File: src/rtl/regcmd_pkg.sv
// Package: shared sizes for the serial register command port.
// Assumes an 8-bit register width and a 7-bit register address by default.
package regcmd_pkg;
    localparam int CMD_AW  = 7;   // register address bits in a command
    localparam int CMD_DW  = 8;   // register data bits in a command
    localparam int CMD_NREG = 4;  // default count of implemented registers
    localparam int ADDR_DEVID = 0;
    localparam int ADDR_CTRL  = 1;
endpackage

File: src/rtl/regcmd_edge.sv
// Module: regcmd_edge
// Samples the serial bit clock, frame sync and data input into the system
// clock domain and produces one-cycle rise/fall pulses of the bit clock.
// Assumes the inputs are already synchronous to clk and that clk runs at
// least four times faster than the bit clock.
module regcmd_edge (
    input  logic clk,
    input  logic rst_n,
    input  logic bck_in,
    input  logic fs_in,
    input  logic di_in,
    output logic bck_rise,
    output logic bck_fall,
    output logic fs_s,
    output logic di_s
);
    logic bck_s;
    logic bck_p;

    // Register the serial inputs together so the data stays aligned with the edge pulses.
    always_ff @(posedge clk) begin
        if (!rst_n) begin
            bck_s <= 1'b0;
            bck_p <= 1'b0;
            fs_s  <= 1'b0;
            di_s  <= 1'b0;
        end else begin
            bck_s <= bck_in;
            bck_p <= bck_s;
            fs_s  <= fs_in;
            di_s  <= di_in;
        end
    end

    // Edge pulses from the current and previous sampled bit clock.
    always_comb begin
        bck_rise = bck_s & ~bck_p;
        bck_fall = ~bck_s & bck_p;
    end
endmodule

File: src/rtl/regcmd_seq.sv
// Module: regcmd_seq
// Counts command bits after a frame sync and shifts them in MSB first.
// Flags the moment the header (read flag + address) is complete, and emits
// a one-cycle write strobe after the last data bit of a write command.
// Assumes frames are longer than the command field.
module regcmd_seq #(
    parameter int AW = regcmd_pkg::CMD_AW,
    parameter int DW = regcmd_pkg::CMD_DW
) (
    input  logic          clk,
    input  logic          rst_n,
    input  logic          bck_rise,
    input  logic          fs_s,
    input  logic          di_s,
    output logic          hdr_ready,
    output logic          hdr_rd,
    output logic [AW-1:0] hdr_addr,
    output logic          wr_en,
    output logic [AW-1:0] wr_addr,
    output logic [DW-1:0] wr_data
);
    localparam int FRAME = 1 + AW + DW;
    localparam int CW    = $clog2(FRAME + 1);
    localparam int SW    = FRAME - 1;

    logic [CW-1:0] cnt;
    logic [SW-1:0] sh;
    logic          last_bit;

    // The final command bit arrives on this rising edge.
    always_comb last_bit = bck_rise && !fs_s && (cnt == CW'(FRAME - 1));

    // Bit counter and input shift register; the counter parks at FRAME when idle.
    always_ff @(posedge clk) begin
        if (!rst_n) begin
            cnt <= CW'(FRAME);
            sh  <= '0;
        end else if (bck_rise) begin
            if (fs_s) begin
                cnt <= '0;
            end else if (cnt != CW'(FRAME)) begin
                sh  <= {sh[SW-2:0], di_s};
                cnt <= cnt + 1'b1;
            end
        end
    end

    // Write strobe with address and data, taken from the shift register before it moves.
    always_ff @(posedge clk) begin
        if (!rst_n) begin
            wr_en   <= 1'b0;
            wr_addr <= '0;
            wr_data <= '0;
        end else begin
            wr_en <= last_bit && !sh[SW-1];
            if (last_bit) begin
                wr_addr <= sh[SW-2 -: AW];
                wr_data <= {sh[DW-2:0], di_s};
            end
        end
    end

    // Header decode while the counter sits just past the last address bit.
    always_comb begin
        hdr_ready = (cnt == CW'(1 + AW));
        hdr_rd    = sh[AW];
        hdr_addr  = sh[AW-1:0];
    end
endmodule

File: src/rtl/regcmd_regfile.sv
// Module: regcmd_regfile
// Holds the device identifier, the control register and scratch registers.
// Provides a combinational read port and exports the identifier and channel
// enable. Assumes 2 <= NREG <= 2**AW.
module regcmd_regfile #(
    parameter int          AW         = regcmd_pkg::CMD_AW,
    parameter int          DW         = regcmd_pkg::CMD_DW,
    parameter int          NREG       = regcmd_pkg::CMD_NREG,
    parameter logic [DW-1:0] DEV_ID_RST = '0
) (
    input  logic          clk,
    input  logic          rst_n,
    input  logic          wr_en,
    input  logic [AW-1:0] wr_addr,
    input  logic [DW-1:0] wr_data,
    input  logic [AW-1:0] rd_addr,
    output logic [DW-1:0] rd_data,
    output logic          rd_valid,
    output logic [DW-1:0] dev_id,
    output logic          chan_en
);
    localparam logic [DW-1:0] CTRL_MASK = DW'(1);

    logic [NREG-1:0][DW-1:0] rvec;

    for (genvar g = 0; g < NREG; g++) begin : g_reg
        logic [DW-1:0] q;
        logic          hit;
        assign hit = wr_en && (wr_addr == AW'(g));
        if (g == regcmd_pkg::ADDR_DEVID) begin : g_devid
            // Device identifier: full-width, resets to the configured value.
            always_ff @(posedge clk) begin
                if (!rst_n)   q <= DEV_ID_RST;
                else if (hit) q <= wr_data;
            end
        end else if (g == regcmd_pkg::ADDR_CTRL) begin : g_ctrl
            // Control register: only the channel enable bit is stored.
            always_ff @(posedge clk) begin
                if (!rst_n)   q <= '0;
                else if (hit) q <= wr_data & CTRL_MASK;
            end
        end else begin : g_scratch
            // Scratch register: full-width, resets to zero.
            always_ff @(posedge clk) begin
                if (!rst_n)   q <= '0;
                else if (hit) q <= wr_data;
            end
        end
        assign rvec[g] = q;
    end

    // Read port: selected register, or zero for an unimplemented address.
    always_comb begin
        rd_data  = '0;
        rd_valid = 1'b0;
        for (int i = 0; i < NREG; i++) begin
            if (rd_addr == AW'(i)) begin
                rd_data  = rvec[i];
                rd_valid = 1'b1;
            end
        end
    end

    // Exported register contents.
    always_comb begin
        dev_id  = rvec[regcmd_pkg::ADDR_DEVID];
        chan_en = rvec[regcmd_pkg::ADDR_CTRL][0];
    end
endmodule

File: src/rtl/regcmd_dout.sv
// Module: regcmd_dout
// Drives the serial read output and its pad enable on falling bit-clock
// edges. The enable turns on at the falling edge where a valid read starts,
// and data follows MSB first from the next falling edge. The enable turns off
// one falling edge after the last bit. Assumes rd_start is stable across a fall.
module regcmd_dout #(
    parameter int DW = regcmd_pkg::CMD_DW
) (
    input  logic          clk,
    input  logic          rst_n,
    input  logic          bck_fall,
    input  logic          rd_start,
    input  logic [DW-1:0] rd_data,
    output logic          sdo,
    output logic          sdo_oe
);
    localparam int NW = $clog2(DW + 1);

    logic [DW-1:0] sh;
    logic [NW-1:0] nsent;

    // Output shifter: start, shift one bit per falling edge, then release the pad.
    always_ff @(posedge clk) begin
        if (!rst_n) begin
            sdo    <= 1'b0;
            sdo_oe <= 1'b0;
            sh     <= '0;
            nsent  <= '0;
        end else if (bck_fall) begin
            if (sdo_oe) begin
                if (nsent == NW'(DW)) begin
                    sdo_oe <= 1'b0;
                    sdo    <= 1'b0;
                end else begin
                    sdo   <= sh[DW-1];
                    sh    <= {sh[DW-2:0], 1'b0};
                    nsent <= nsent + 1'b1;
                end
            end else if (rd_start) begin
                sdo_oe <= 1'b1;
                sdo    <= 1'b0;
                sh     <= rd_data;
                nsent  <= '0;
            end
        end
    end
endmodule

File: src/rtl/regcmd_port.sv
// Module: regcmd_port (top)
// Serial register command port: decodes a read/write command from a TDM
// command slot, updates or reads a small register file, and drives read
// data on a tri-stateable output. Assumes clk >= 4x bit_clk, and frames of
// at least 1 + AW + DW + 2 bit periods.
module regcmd_port #(
    parameter int            NREG       = regcmd_pkg::CMD_NREG,
    parameter int            AW         = regcmd_pkg::CMD_AW,
    parameter int            DW         = regcmd_pkg::CMD_DW,
    parameter logic [DW-1:0] DEV_ID_RST = '0
) (
    input  logic          clk,
    input  logic          rst_n,
    input  logic          bit_clk,
    input  logic          frame_sync,
    input  logic          cmd_sdi,
    output logic          cmd_sdo,
    output logic          cmd_sdo_oe,
    output logic [DW-1:0] dev_id,
    output logic          chan_en
);
    logic          bck_rise;
    logic          bck_fall;
    logic          fs_s;
    logic          di_s;
    logic          hdr_ready;
    logic          hdr_rd;
    logic [AW-1:0] hdr_addr;
    logic          wr_en;
    logic [AW-1:0] wr_addr;
    logic [DW-1:0] wr_data;
    logic [DW-1:0] rd_data;
    logic          rd_valid;
    logic          rd_start;

    regcmd_edge u_edge (
        .clk      (clk),
        .rst_n    (rst_n),
        .bck_in   (bit_clk),
        .fs_in    (frame_sync),
        .di_in    (cmd_sdi),
        .bck_rise (bck_rise),
        .bck_fall (bck_fall),
        .fs_s     (fs_s),
        .di_s     (di_s)
    );

    regcmd_seq #(.AW(AW), .DW(DW)) u_seq (
        .clk       (clk),
        .rst_n     (rst_n),
        .bck_rise  (bck_rise),
        .fs_s      (fs_s),
        .di_s      (di_s),
        .hdr_ready (hdr_ready),
        .hdr_rd    (hdr_rd),
        .hdr_addr  (hdr_addr),
        .wr_en     (wr_en),
        .wr_addr   (wr_addr),
        .wr_data   (wr_data)
    );

    regcmd_regfile #(.AW(AW), .DW(DW), .NREG(NREG), .DEV_ID_RST(DEV_ID_RST)) u_regs (
        .clk      (clk),
        .rst_n    (rst_n),
        .wr_en    (wr_en),
        .wr_addr  (wr_addr),
        .wr_data  (wr_data),
        .rd_addr  (hdr_addr),
        .rd_data  (rd_data),
        .rd_valid (rd_valid),
        .dev_id   (dev_id),
        .chan_en  (chan_en)
    );

    // A read starts only for a complete header that names an implemented register.
    always_comb rd_start = hdr_ready && hdr_rd && rd_valid;

    regcmd_dout #(.DW(DW)) u_dout (
        .clk      (clk),
        .rst_n    (rst_n),
        .bck_fall (bck_fall),
        .rd_start (rd_start),
        .rd_data  (rd_data),
        .sdo      (cmd_sdo),
        .sdo_oe   (cmd_sdo_oe)
    );
endmodule

File: config.mk
export PLATFORM = sky130hd
export DESIGN_NAME = regcmd_port
export DESIGN_NICKNAME = d
export VERILOG_FILES = /design/src/rtl/regcmd_pkg.sv /design/src/rtl/regcmd_edge.sv /design/src/rtl/regcmd_seq.sv /design/src/rtl/regcmd_regfile.sv /design/src/rtl/regcmd_dout.sv /design/src/rtl/regcmd_port.sv
export SDC_FILE = /design/constraint.sdc
export NUM_CORES = 1
export LEC_CHECK = 0
export ABC_AREA = 1
export CORE_MARGIN = 2
export CORE_UTILIZATION = 55
export CTS_BUF_LIST = sky130_fd_sc_hd__clkbuf_8
export CTS_CLUSTER_SIZE = 8
export DETAILED_ROUTE_END_ITERATION = 16
export PLACE_DENSITY = 0.74
export SYNTH_ARGS = -nofsm -noshare
export SYNTH_HDL_FRONTEND = slang
export SYNTH_SLANG_ARGS = --single-unit
File: constraint.sdc
create_clock -name clk -period 1.8 [get_ports clk]
set_input_delay 0.27 -clock clk [delete_from_list [all_inputs] [get_ports clk]]
set_output_delay 0.27 -clock clk [all_outputs]
set_load 0.02 [all_outputs]
==> metrics.md <==
| Metric | Value |
|---|---|
| CTS tree | done |
| Hold Path Class | flop to flop |
| Worst path required time | 2010 ps |
| Count leader, synth | nor2_1 |
| Tightest Pin Transition | 588.3 ps |
| Num CTS Buffers | 9 |
| Mapped cell area | 3396 sq um |
| Pre-CTS setup slack | 175.2 ps |
| Post-layout util | 0.6437 |
| Fraction of registers with async set/reset | 0 |
| Ports | 16 |
| Combinational power share | 0.035 |
| First drt pass iteration count | 5 |
| Total core area | 5956 sq um |
| Number of synthesized flops with an enable pin | 0 |
| Worst Setup SP | u_seq.cnt[0] |
| Die H | 82.58 um |
| Largest area contributor in the netlist | dfxtp_1 |
| Post-Syn Instances | 473 |
| Psw | 0.7215 mW |
| Crit start category | flop |
| Sequential power share | 0.553 |
| Part of the cycle the worst path needs | 0.9334 |
| Ant diodes | 0 |
| Final #Nets | 500 |
| Seq cells post-synth | 79 |
| Top area cells in the synthesized netlist | dfxtp_1 47%, nor2_1 13%, o21ai_0 9.0% |
| Antenna-violating nets left | 0 |
| CTS hold repair buffers | 0 |
| Die ar. | 6819 sq um |
| Layout Area Growth over Synthesis | 12.90% |
| Vias in the first global route | 2572 |
| Post-Route WL | 7.235 mm |
| FF-to-FF Start | u_seq.cnt[0] |
| Worst EP arrival | 1890 ps |
| CTS Root Cell | clkbuf_8 |
| Congestion Overflow GR | 0 |
| Wire length per cell | 12.69 um |
| Run status | complete, no violations |
| Synthesized net count | 483 |
| Synth unique cells | 28 |
| Largest net degree at the start of global routing | 64 |
| Vias post-DR | 2989 |
| CP Class | flop to flop |
| Share of layout cells above drive strength 1 | 0.1010 |
| Worst skew pair latency | 350 ps |
| Worst Slack Setup Final | 119.9 ps |
| Synth top cells by count | 122 x nor2_1, 79 x dfxtp_1, 61 x o21ai_0, 53 x nand2_1, 30 x inv_1 |
| Ys Warns | 0 |
| Initial drt markers | 235 |
| Rel. slew slack | 0.6073 |
| Row count | 28 |
| Input/output buffers | 15 |
| LEAKAGE | 1.563 nW |
| PwrDens | 832.3 nW/um^2 |
| Prevailing post-synth register cell | dfxtp_1 |
| Initial antenna violation count | 0 |
| Max Freq | 0.5952 GHz |
| Worst-path clk slew | 80 ps |
| Clock power frac | 0.412 |
| CP Capture Type | flop |
| Die X-Extent | 82.58 um |
| Starting Density | 0.5702 |
| Minimum clock period | 1680 ps |
| Gr usage total | 0.2265 |
| Worst Clk Skew | 8.512 ps |
| Crit-path max FO | 13 |
| Post-DP HPWL | 4.785 mm |
| Hold Fails Final Rpt | 0 |
| Syn_area_per_cell | 7.179 sq um |
| Setup-failing EPs final | 0 |
| Residual DRC | 0 |
| Power Internal | 2.469 mW |
| Via-per-instance ratio | 5.244 |
| Max-Cap Viols | 0 |
| Clock sinks | 79 |
| Slew Viols, Final | 0 |
| Max VDD drop | 543.1 uV |
| Global-route wire length before repair | 11.70 mm |
| Register area share after synthesis | 0.4657 |
| Sw frac | 0.2261 |
| Top-area cell type share of the netlist area | 0.4657 |
| Routability cong. | 0.8304 |
| H-Tree Depth | 3 |
| Hold Startpoint | u_seq.sh[14] |
| Max Root-Sink Buffers | 2 |
==> power groups by stage <==
stage	logic [mW]	registers [mW]	clock network [mW]
2_1_floorplan	0.0786	1.80	0
3_3_place_gp	0.110	1.81	0
3_5_place_dp	0.111	1.81	0
4_1_cts	0.112	1.76	1.34
5_1_grt	0.127	1.77	1.41
6_report	0.112	1.77	1.31
==> critical path, cell delays in order, from the launching register on <==
cell     delay, ps
dfxtp_1        350
inv_1           80
ha_1           170
nand3_1        100
nor2_2         150
nand2_2         90
nand2_4        110
nand3_4        180
buf_4          190
nand2_1         60
a21oi_1         70
==> final cells by class <==
type	count	area, sq um
well taps	75	93.84
fillers	563	2122
multi-input cells	336	1578
clock inverters	6	60.06
clock buffers	10	137.6
repair buffers	24	230.2
inverters	40	152.6
flip-flops and latches	79	1582
==> metal layers <==
layer / up-vias / track usage / part of all wire
met2: 47 / 0.3702 / 0.48
met5: - / 0 / 0
li1: 1569 / - / -
met4: 0 / 0.1115 / 0.016
met1: 1360 / 0.2901 / 0.48
met3: 13 / 0.03696 / 0.028
==> registers in the layout (all words and copies together) (netlist names) <==
name,flops
u_seq.wr_addr,7
u_dout.sdo,1
u_seq.wr_en,1
u_edge.fs_s,1
u_seq.cnt,5
u_edge.bck_s,1
u_edge.di_s,1
u_edge.bck_p,1
u_dout.sdo_oe,1
u_dout.sh,8
u_dout.nsent,4
u_regs.dev_id,8
u_seq.wr_data,8
u_seq.sh,15
u_regs.g.q,17
==> layout by cell type (no fill, tap or decap) <==
cell and count:
or2_1 1, nor2_2 4, buf_12 1, nand2_1 53, inv_6 1, nor3_2 2
buf_4 8, inv_1 31, clkdlybuf4s50_1 15, o21ai_0 61, bufinv_16 1, nand3_4 1
dfxtp_1 79, xor2_1 1, xnor2_1 1, nand3_1 29, clkinvlp_4 1, or2_2 7
o221ai_1 1, clkinv_1 3, ha_1 5, o31ai_1 1, nand2_2 4, nand2_4 1
nand4_1 12, clkinv_2 4, a21oi_1 26, inv_2 5, nor3_1 4, clkbuf_8 10
nor2_1 122
==> timing repair <==
item / 4_1_cts / 5_1_grt
setup buffers: 0 / 2
setup endpoints to repair: 0 / 2
resized for setup: 0 / 0
==> metrics by stage <==
| stage | area [sq um] | hold slack [ps] | power (mW) | std cells | setup TNS, ps |
|---|---|---|---|---|---|
| 3_3_place_gp | 3621 | 417.0 | 1.916 | 552 | 0 |
| 3_5_place_dp | 3621 | 417.7 | 1.918 | 552 | 0 |
| 6_report | 3834 | 428.6 | 3.191 | 570 | 0 |
| 5_1_grt | 3834 | 450.9 | 3.303 | 570 | -12.61 |
| 2_1_floorplan | 3396 | 367.6 | 1.883 | 473 | 0 |
| 4_1_cts | 3819 | 431.4 | 3.214 | 568 | 0 |
==> kinds of logic after synthesis <==
logic type | Yosys count | synth area share
AO/OA/AOI/OAI | 89 | 0.1330
adder cells (fa/ha/maj) | 5 | 0.01842
AND/OR/NAND/NOR | 240 | 0.3080
flip-flops | 79 | 0.4657
buffers and inverters | 58 | 0.06964
XOR/XNOR | 2 | 0.005159
==> final timing paths <==
kind,end,slack [ps],depth (start not counted)
worst max-delay path,u_dout.nsent[3],120,10
worst min-delay path,u_seq.wr_en,430,1
worst max register to register,u_dout.nsent[3],120,10
worst min register to register,u_seq.wr_en,430,1
(Power assumes the default switching activity.)
